## config.mk

```make
export PLATFORM = sky130hd
export DESIGN_NAME = pkt_byte_tx
export DESIGN_NICKNAME = d
export VERILOG_FILES = /design/src/rtl/pkt_byte_tx.sv
export SDC_FILE = /design/constraint.sdc
export NUM_CORES = 1
export LEC_CHECK = 0
export BUFFER_PORTS_ARGS = -buffer_cell sky130_fd_sc_hd__buf_2
export CORE_AREA = 3 3 40 42
export CTS_CLUSTER_DIAMETER = 30
export DETAILED_ROUTE_END_ITERATION = 10
export DIE_AREA = 0 0 43 45
export PLACE_DENSITY = 0.7
export SLEW_MARGIN = 10
export SYNTH_ARGS = -nofsm -noshare
export SYNTH_HDL_FRONTEND = slang
export SYNTH_SLANG_ARGS = --single-unit
```

## constraint.sdc

```tcl
create_clock -name clk -period 1.7 [get_ports clk]
set_input_delay 0 -clock clk [delete_from_list [all_inputs] [get_ports clk]]
set_output_delay 0 -clock clk [all_outputs]
set_load 0.01 [all_outputs]
```

## src/rtl/pkt_byte_tx.sv

```systemverilog
module pkt_byte_tx #(
  parameter int DW = 8
) (
  input  logic          clk,
  input  logic          rst_n,
  input  logic          mode_enc,
  input  logic          pause,
  input  logic          fifo_empty,
  input  logic [DW-1:0] fifo_data,
  input  logic          fifo_sop,
  input  logic          fifo_eop,
  input  logic          fifo_err,
  output logic          fifo_rd,
  output logic [DW-1:0] tx_data,
  output logic          tx_en,
  output logic          tx_er,
  output logic          underrun
);

  logic busy;
  logic mode_q;

  logic start, drop, mid_pop, starve;

  assign start   = !busy && !fifo_empty && fifo_sop && !pause && (mode_enc || !tx_en);
  assign drop    = !busy && !fifo_empty && !fifo_sop;
  assign mid_pop = busy && !fifo_empty && (!mode_q || !pause);
  assign starve  = busy && !mode_q && fifo_empty;
  assign fifo_rd = rst_n && (start || drop || mid_pop);

  always_ff @(posedge clk or negedge rst_n) begin
    if (!rst_n) begin
      busy     <= 1'b0;
      mode_q   <= 1'b0;
      tx_data  <= '0;
      tx_en    <= 1'b0;
      tx_er    <= 1'b0;
      underrun <= 1'b0;
    end else begin
      tx_data  <= '0;
      tx_en    <= 1'b0;
      tx_er    <= 1'b0;
      underrun <= 1'b0;
      if (start) begin
        mode_q  <= mode_enc;
        busy    <= !fifo_eop;
        tx_data <= fifo_data;
        if (mode_enc) begin
          tx_en <= !fifo_eop;
          tx_er <= 1'b1;
        end else begin
          tx_en <= 1'b1;
          tx_er <= fifo_err;
        end
      end else if (mid_pop) begin
        tx_data <= fifo_data;
        if (fifo_eop) busy <= 1'b0;
        if (mode_q) begin
          tx_en <= !fifo_eop;
          tx_er <= fifo_eop;
        end else begin
          tx_en <= 1'b1;
          tx_er <= fifo_err;
        end
      end else if (starve) begin
        busy     <= 1'b0;
        tx_en    <= 1'b1;
        tx_er    <= 1'b1;
        underrun <= 1'b1;
      end
    end
  end

endmodule

```

==> results of run 1 <==
[worst max-delay path by stage]
stage               to  depth (start not counted)  startpoint
6_report       fifo_rd                          4        busy
3_3_place_gp     tx_en                          2        busy
5_1_grt        fifo_rd                          4        busy
2_1_floorplan    tx_en                          4        busy
3_5_place_dp      busy                          3        busy
4_1_cts        fifo_rd                          4        busy
[cells in the mapped netlist]
library cell	instances	area (um^2)
dfrtp_1	13	325
nor2b_1	8	50.1
nand2_1	4	15.0
inv_1	2	7.51
nor2_1	2	7.51
a211oi_2	1	12.5
a21boi_1	1	7.51
a21oi_1	1	5.00
a32oi_1	1	8.76
and3_1	1	6.26
buf_6	1	11.3
mux2_2	1	11.3
nand2b_1	1	6.26
nor4b_4	1	23.8
o211ai_1	1	7.51
o21ai_0	1	5.00
o2bb2ai_1	1	8.76
o32ai_1	1	8.76
or2_2	1	6.26
or3_1	1	6.26
[state kept, by name (all words and copies together), names as in the netlist]
signal,flops
tx_data,8
busy,1
mode_q,1
tx_en,1
tx_er,1
underrun,1
[worst max-delay path: stages, from the launching register on]
cell	delay, ps
dfrtp_2	470
nor4b_4	390
a32oi_4	160
a21boi_1	170
buf_2	150
[what timing repair did]
item	in CTS	in global routing
gates cloned	0	0
endpoints found under the setup margin	1	1
pin swaps	0	1
hold buffers	12	0
endpoints found under the hold margin	24	0
resized for setup	1	2
setup buffers	0	2
[placed cells by master, fill, tap and decap left out]
master	n
or3_1	1
dfrtp_2	1
nand2b_1	1
a211oi_2	1
o211ai_1	1
dlygate4sd3_1	12
o32ai_1	1
clkbuf_1	1
mux2_2	1
a21boi_1	1
o21ai_0	1
nor2_1	2
nor4b_4	1
or2_2	1
buf_4	2
nand2_1	4
o2bb2ai_1	1
and3_1	1
buf_2	27
inv_1	2
a21oi_1	1
nor2b_1	8
clkbuf_4	3
a32oi_4	1
dfrtp_1	12
[power breakdown]
| part | total (mW) | switching (mW) | internal, mW |
|---|---|---|---|
| registers | 0.352 | 0.0188 | 0.333 |
| logic | 0.138 | 0.0637 | 0.0738 |
| clock network | 0.187 | 0.0960 | 0.0908 |
| total | 0.676 | 0.179 | 0.498 |
[final cells by class]
cell class              count  area (um^2)  share of cell area [%]
multi-input cells          28          215                    24.9
repair buffers             41          270                    31.3
well taps                  15         18.8                    2.17
clock buffers               4         26.3                    3.04
inverters                   2         7.51                   0.868
flip-flops and latches     13          327                    37.8
[metal layers]
metal  up-vias  share of wire (%)  GRT usage, %
li1        240                  -             -
met3         2                6.0          3.59
met4         0               0.67          5.42
met2        19                 54          22.8
met5         -                  0             0
met1       231                 39          15.1
[per-stage QoR]
step / instances / util, % / worst slack (ps)
after floorplan: 44 / - / 463
after global placement: 85 / 53.2 / 172
after detailed placement: 85 / 53.2 / 132
after CTS: 101 / 65.1 / 31.4
after global routing: 103 / 67.3 / -10.1
final: 103 / 67.3 / 92.1
[logic make-up after synthesis]
logic type / Yosys count
compound gates: 8
buf+inv: 3
flops: 13
mux: 1
simple gates: 19
==> results.json, run 1 <==
{
  "outcome": "finished, final reports clean",
  "r2r-start": "busy",
  "synth_fa_ha_area_share_pct": 0,
  "routedWlPerCell_um": 11.6,
  "holdWs_ps": 93.4,
  "die-width_um": 43,
  "start_util_pct": 42.1,
  "clockBufferDepth": 2,
  "period_needed_ps": 1610,
  "track_usage_pct": 13.0,
  "synth_top_family_by_area": "simple AND/OR/NAND/NOR gates",
  "crit_fanout": 11,
  "setup.worst_path.end_class": "output port",
  "fmax_mhz": 622,
  "cts.clk_slew.worst_paths_ps": 70,
  "ant_nets": 0,
  "cts_buffers": 3,
  "min_path_cells": 3,
  "tightest_slew_ps": 392,
  "grt_pass1_wl_um": 1880,
  "clkLatencyLatePin_ps": 270,
  "p_per_area_nw_per_um2": 782,
  "dpl_cell_area_um2": 683,
  "drive_gt1_share_pct": 43.2,
  "synth_seq_cells": 13,
  "viasPerCell": 4.78,
  "fin_crit_sh_pct": 94.6,
  "maxCapViolCount": 0,
  "synth_cells": 44,
  "critPathArrivalTime_ps": 1610,
  "cts_sinks": 13,
  "fp.coreArea_um2": 1280,
  "synth-seq-area-share_pct": 60.2,
  "finClkSkew_ps": 4.28,
  "gp_congestion": 0.874,
  "grt_max_degree": 15,
  "yosys_warnings": 0,
  "nNetsFinal": 105,
  "relSlewSlack_pct": 73.9,
  "cp_data_required_time_ps": 1700,
  "vias": 492,
  "peakVddDrop_mv": 0.452,
  "r2r_end": "mode_q",
  "post-route-cell-area_um2": 865,
  "drtPass1Iterations": 4,
  "wl_um": 1190,
  "drc": 0,
  "synthToLayoutAreaGrowth_pct": 60.0,
  "hpwlAfterDp_um": 793,
  "tns_ps": 0,
  "rr_worst_depth": 4,
  "power.leakage_nw": 0.450,
  "synthDistinctLibCells": 20,
  "setup_violations": 0,
  "synth-xor-area-share_pct": 0,
  "hold_viol": 0,
  "avgSynthCellArea_um2": 12.3,
  "slew_viol_final": 0,
  "synth_compound_area_share_pct": 11.8,
  "io_buffers": 27,
  "cts_root_buffer": "clkbuf_4",
  "crit_type": "reg -> out",
  "cts_max_level": 1,
  "syn-cell-area_um2": 541,
  "r2r_slack_ps": 220,
  "antenna_found_initial": 0,
  "syn-num-nets": 60,
  "ios": 28,
  "grt_pass1_vias": 453,
  "power.total_uw": 676,
  "hold_path.class": "in -> reg",
  "num_antenna_cells": 0,
  "synth-simple-area-share_pct": 22.5,
  "synthMuxAreaShare_pct": 2.08,
  "drtIter0Drc": 8,
  "min_from": "pause",
  "start_kind": "register",
  "n_fill_cell": 104,
  "grt_overflow": 0,
  "cts_tree": "done",
  "hold_path_end": "busy",
  "row_count": 13,
  "fp.dieH_um": 45,
  "die_area_um2": 1940
}
(Power assumes the default switching activity.)
==> inputs of run 2 (changes only) <==
- clock period: 1.7 -> 1.85 ns (I/O delays scaled with it)
==> run 2 against run 1 <==
Hold slack worse by 81 ps. Largest cell class unchanged. Critical path depth did not move. Highest routed layer unchanged. Sequential share of layout area is 1.6 points higher. Total power shrank 9.9%. Final cell count fell by 2.9%. Flip-flop and latch count is the same. Sequential power shrank 8.5%. Via count fell by 3.9%. Register-to-register slack better by 290 ps.
==> results.json, run 2 (synthesis results as in run 1) <==
{
  "outcome": "finished, final reports clean",
  "row_count": 13,
  "largest_register_ffs": 8,
  "die-width_um": 43,
  "wl_um": 1130,
  "crit_fanout": 11,
  "cp_data_required_time_ps": 1850,
  "fp.coreArea_um2": 1280,
  "cts_tree": "done",
  "routedWlPerCell_um": 11.3,
  "start_util_pct": 42.1,
  "setup.worst_path.end_class": "output port",
  "relSlewSlack_pct": 64.9,
  "post-cts-setup-buffers": 0,
  "hold_path.class": "in -> reg",
  "cts_buffers": 3,
  "nNetsFinal": 102,
  "layout_commonest_cell": "buf_2",
  "min_from": "fifo_err",
  "num_antenna_cells": 0,
  "peakVddDrop_mv": 0.387,
  "drive_gt1_share_pct": 41.2,
  "fp.dieH_um": 45,
  "antenna_found_initial": 0,
  "viasPerCell": 4.73,
  "rsz0062_at_grt": "false",
  "drc": 0,
  "finClkSkew_ps": 0.688,
  "synthToLayoutAreaGrowth_pct": 53.0,
  "tns_ps": 0,
  "cts.clk_slew.worst_paths_ps": 70,
  "io_buffers": 27,
  "grt_pass1_wl_um": 1830,
  "critPathArrivalTime_ps": 1630,
  "p_per_area_nw_per_um2": 737,
  "power.total_uw": 610,
  "ios": 28,
  "slew_viol_final": 0,
  "drtIter0Drc": 13,
  "clkLatencyLatePin_ps": 270,
  "power.leakage_nw": 0.436,
  "fmax_mhz": 614,
  "grt_overflow": 0,
  "grt_pass1_vias": 452,
  "clockBufferDepth": 2,
  "cts_root_buffer": "clkbuf_4",
  "cts_sinks": 13,
  "die_area_um2": 1940,
  "period_needed_ps": 1630,
  "r2r-start": "busy",
  "grt_max_degree": 15,
  "critPathLaunch": "busy",
  "ant_nets": 0,
  "fin_crit_sh_pct": 88.0,
  "setup_violations": 0,
  "track_usage_pct": 12.9,
  "final_cell_mix": "buf_2 (27), dfrtp_1 (13), dlygate4sd3_1 (11)",
  "cts_max_level": 1,
  "start_kind": "register",
  "drtPass1Iterations": 4,
  "hold_viol": 0,
  "top_register": "tx_data",
  "hpwlAfterDp_um": 788,
  "crit_type": "reg -> out",
  "tightest_slew_ps": 527,
  "maxCapViolCount": 0,
  "vias": 473,
  "gp_congestion": 0.874
}
==> run 2: cell types whose count changed in the layout (fill, tap and decap cells not counted), sizes merged <==
cell         delta
dlygate4sd3     -1
buf             -2
==> run 2: path summary, 6_finish.rpt <==
path / to / slack, ps / cells after the start
max reg2reg: mode_q / 510 / 3
max in group asynchronous: busy / 1490 / 2
min in group asynchronous: tx_er / 140 / 2
min reg2reg: mode_q / 640 / 1
max: fifo_rd / 220 / 4
min: tx_er / 10 / 3
==> run 2: what timing repair did <==
item	4_1_cts	5_1_grt
setup endpoints to repair	0	1
resized for setup	0	1
hold buffers	11	0
endpoints found under the hold margin	23	0
==> run 2: worst max-delay path: stages (launching register included) <==
cell and delay [ps]:
dfrtp_1 460, nor4b_4 350, a32oi_2 210, a21boi_1 190, buf_2 140
==> run 2: layer usage <==
metal	GRT usage [%]	part of all wire [%]
met1	14.2	38
met5	0	0
met4	5.42	1.9
met2	23.4	53
met3	3.59	7.0
==> run 2: layout make-up <==
class                      instances  area, um^2
clock buffer                       4        26.3
multi-input combinational         28         204
tap                               15        18.8
timing repair buffer              38         245
inverter                           2        7.51
fill                             107         458
sequential                        13         325
==> run 2: report_power, final <==
group	switching [mW]	internal [mW]	total (mW)
clock	0.0866	0.0835	0.170
combinational	0.0547	0.0626	0.117
sequential	0.0165	0.306	0.322
total	0.158	0.452	0.610
==> run 2: through the flow <==
stage	setup slack [ps]	instances	hold WS, ps	utilization [%]	instance area, um^2
finish	222	100	11.9	64.4	827
global route	51.0	100	44.9	64.4	827
CTS	6.35	100	3.00	63.8	820
detailed placement	303	85	-93.5	53.2	683
global placement	322	85	-96.0	53.2	683
floorplan	613	44	-296	-	541
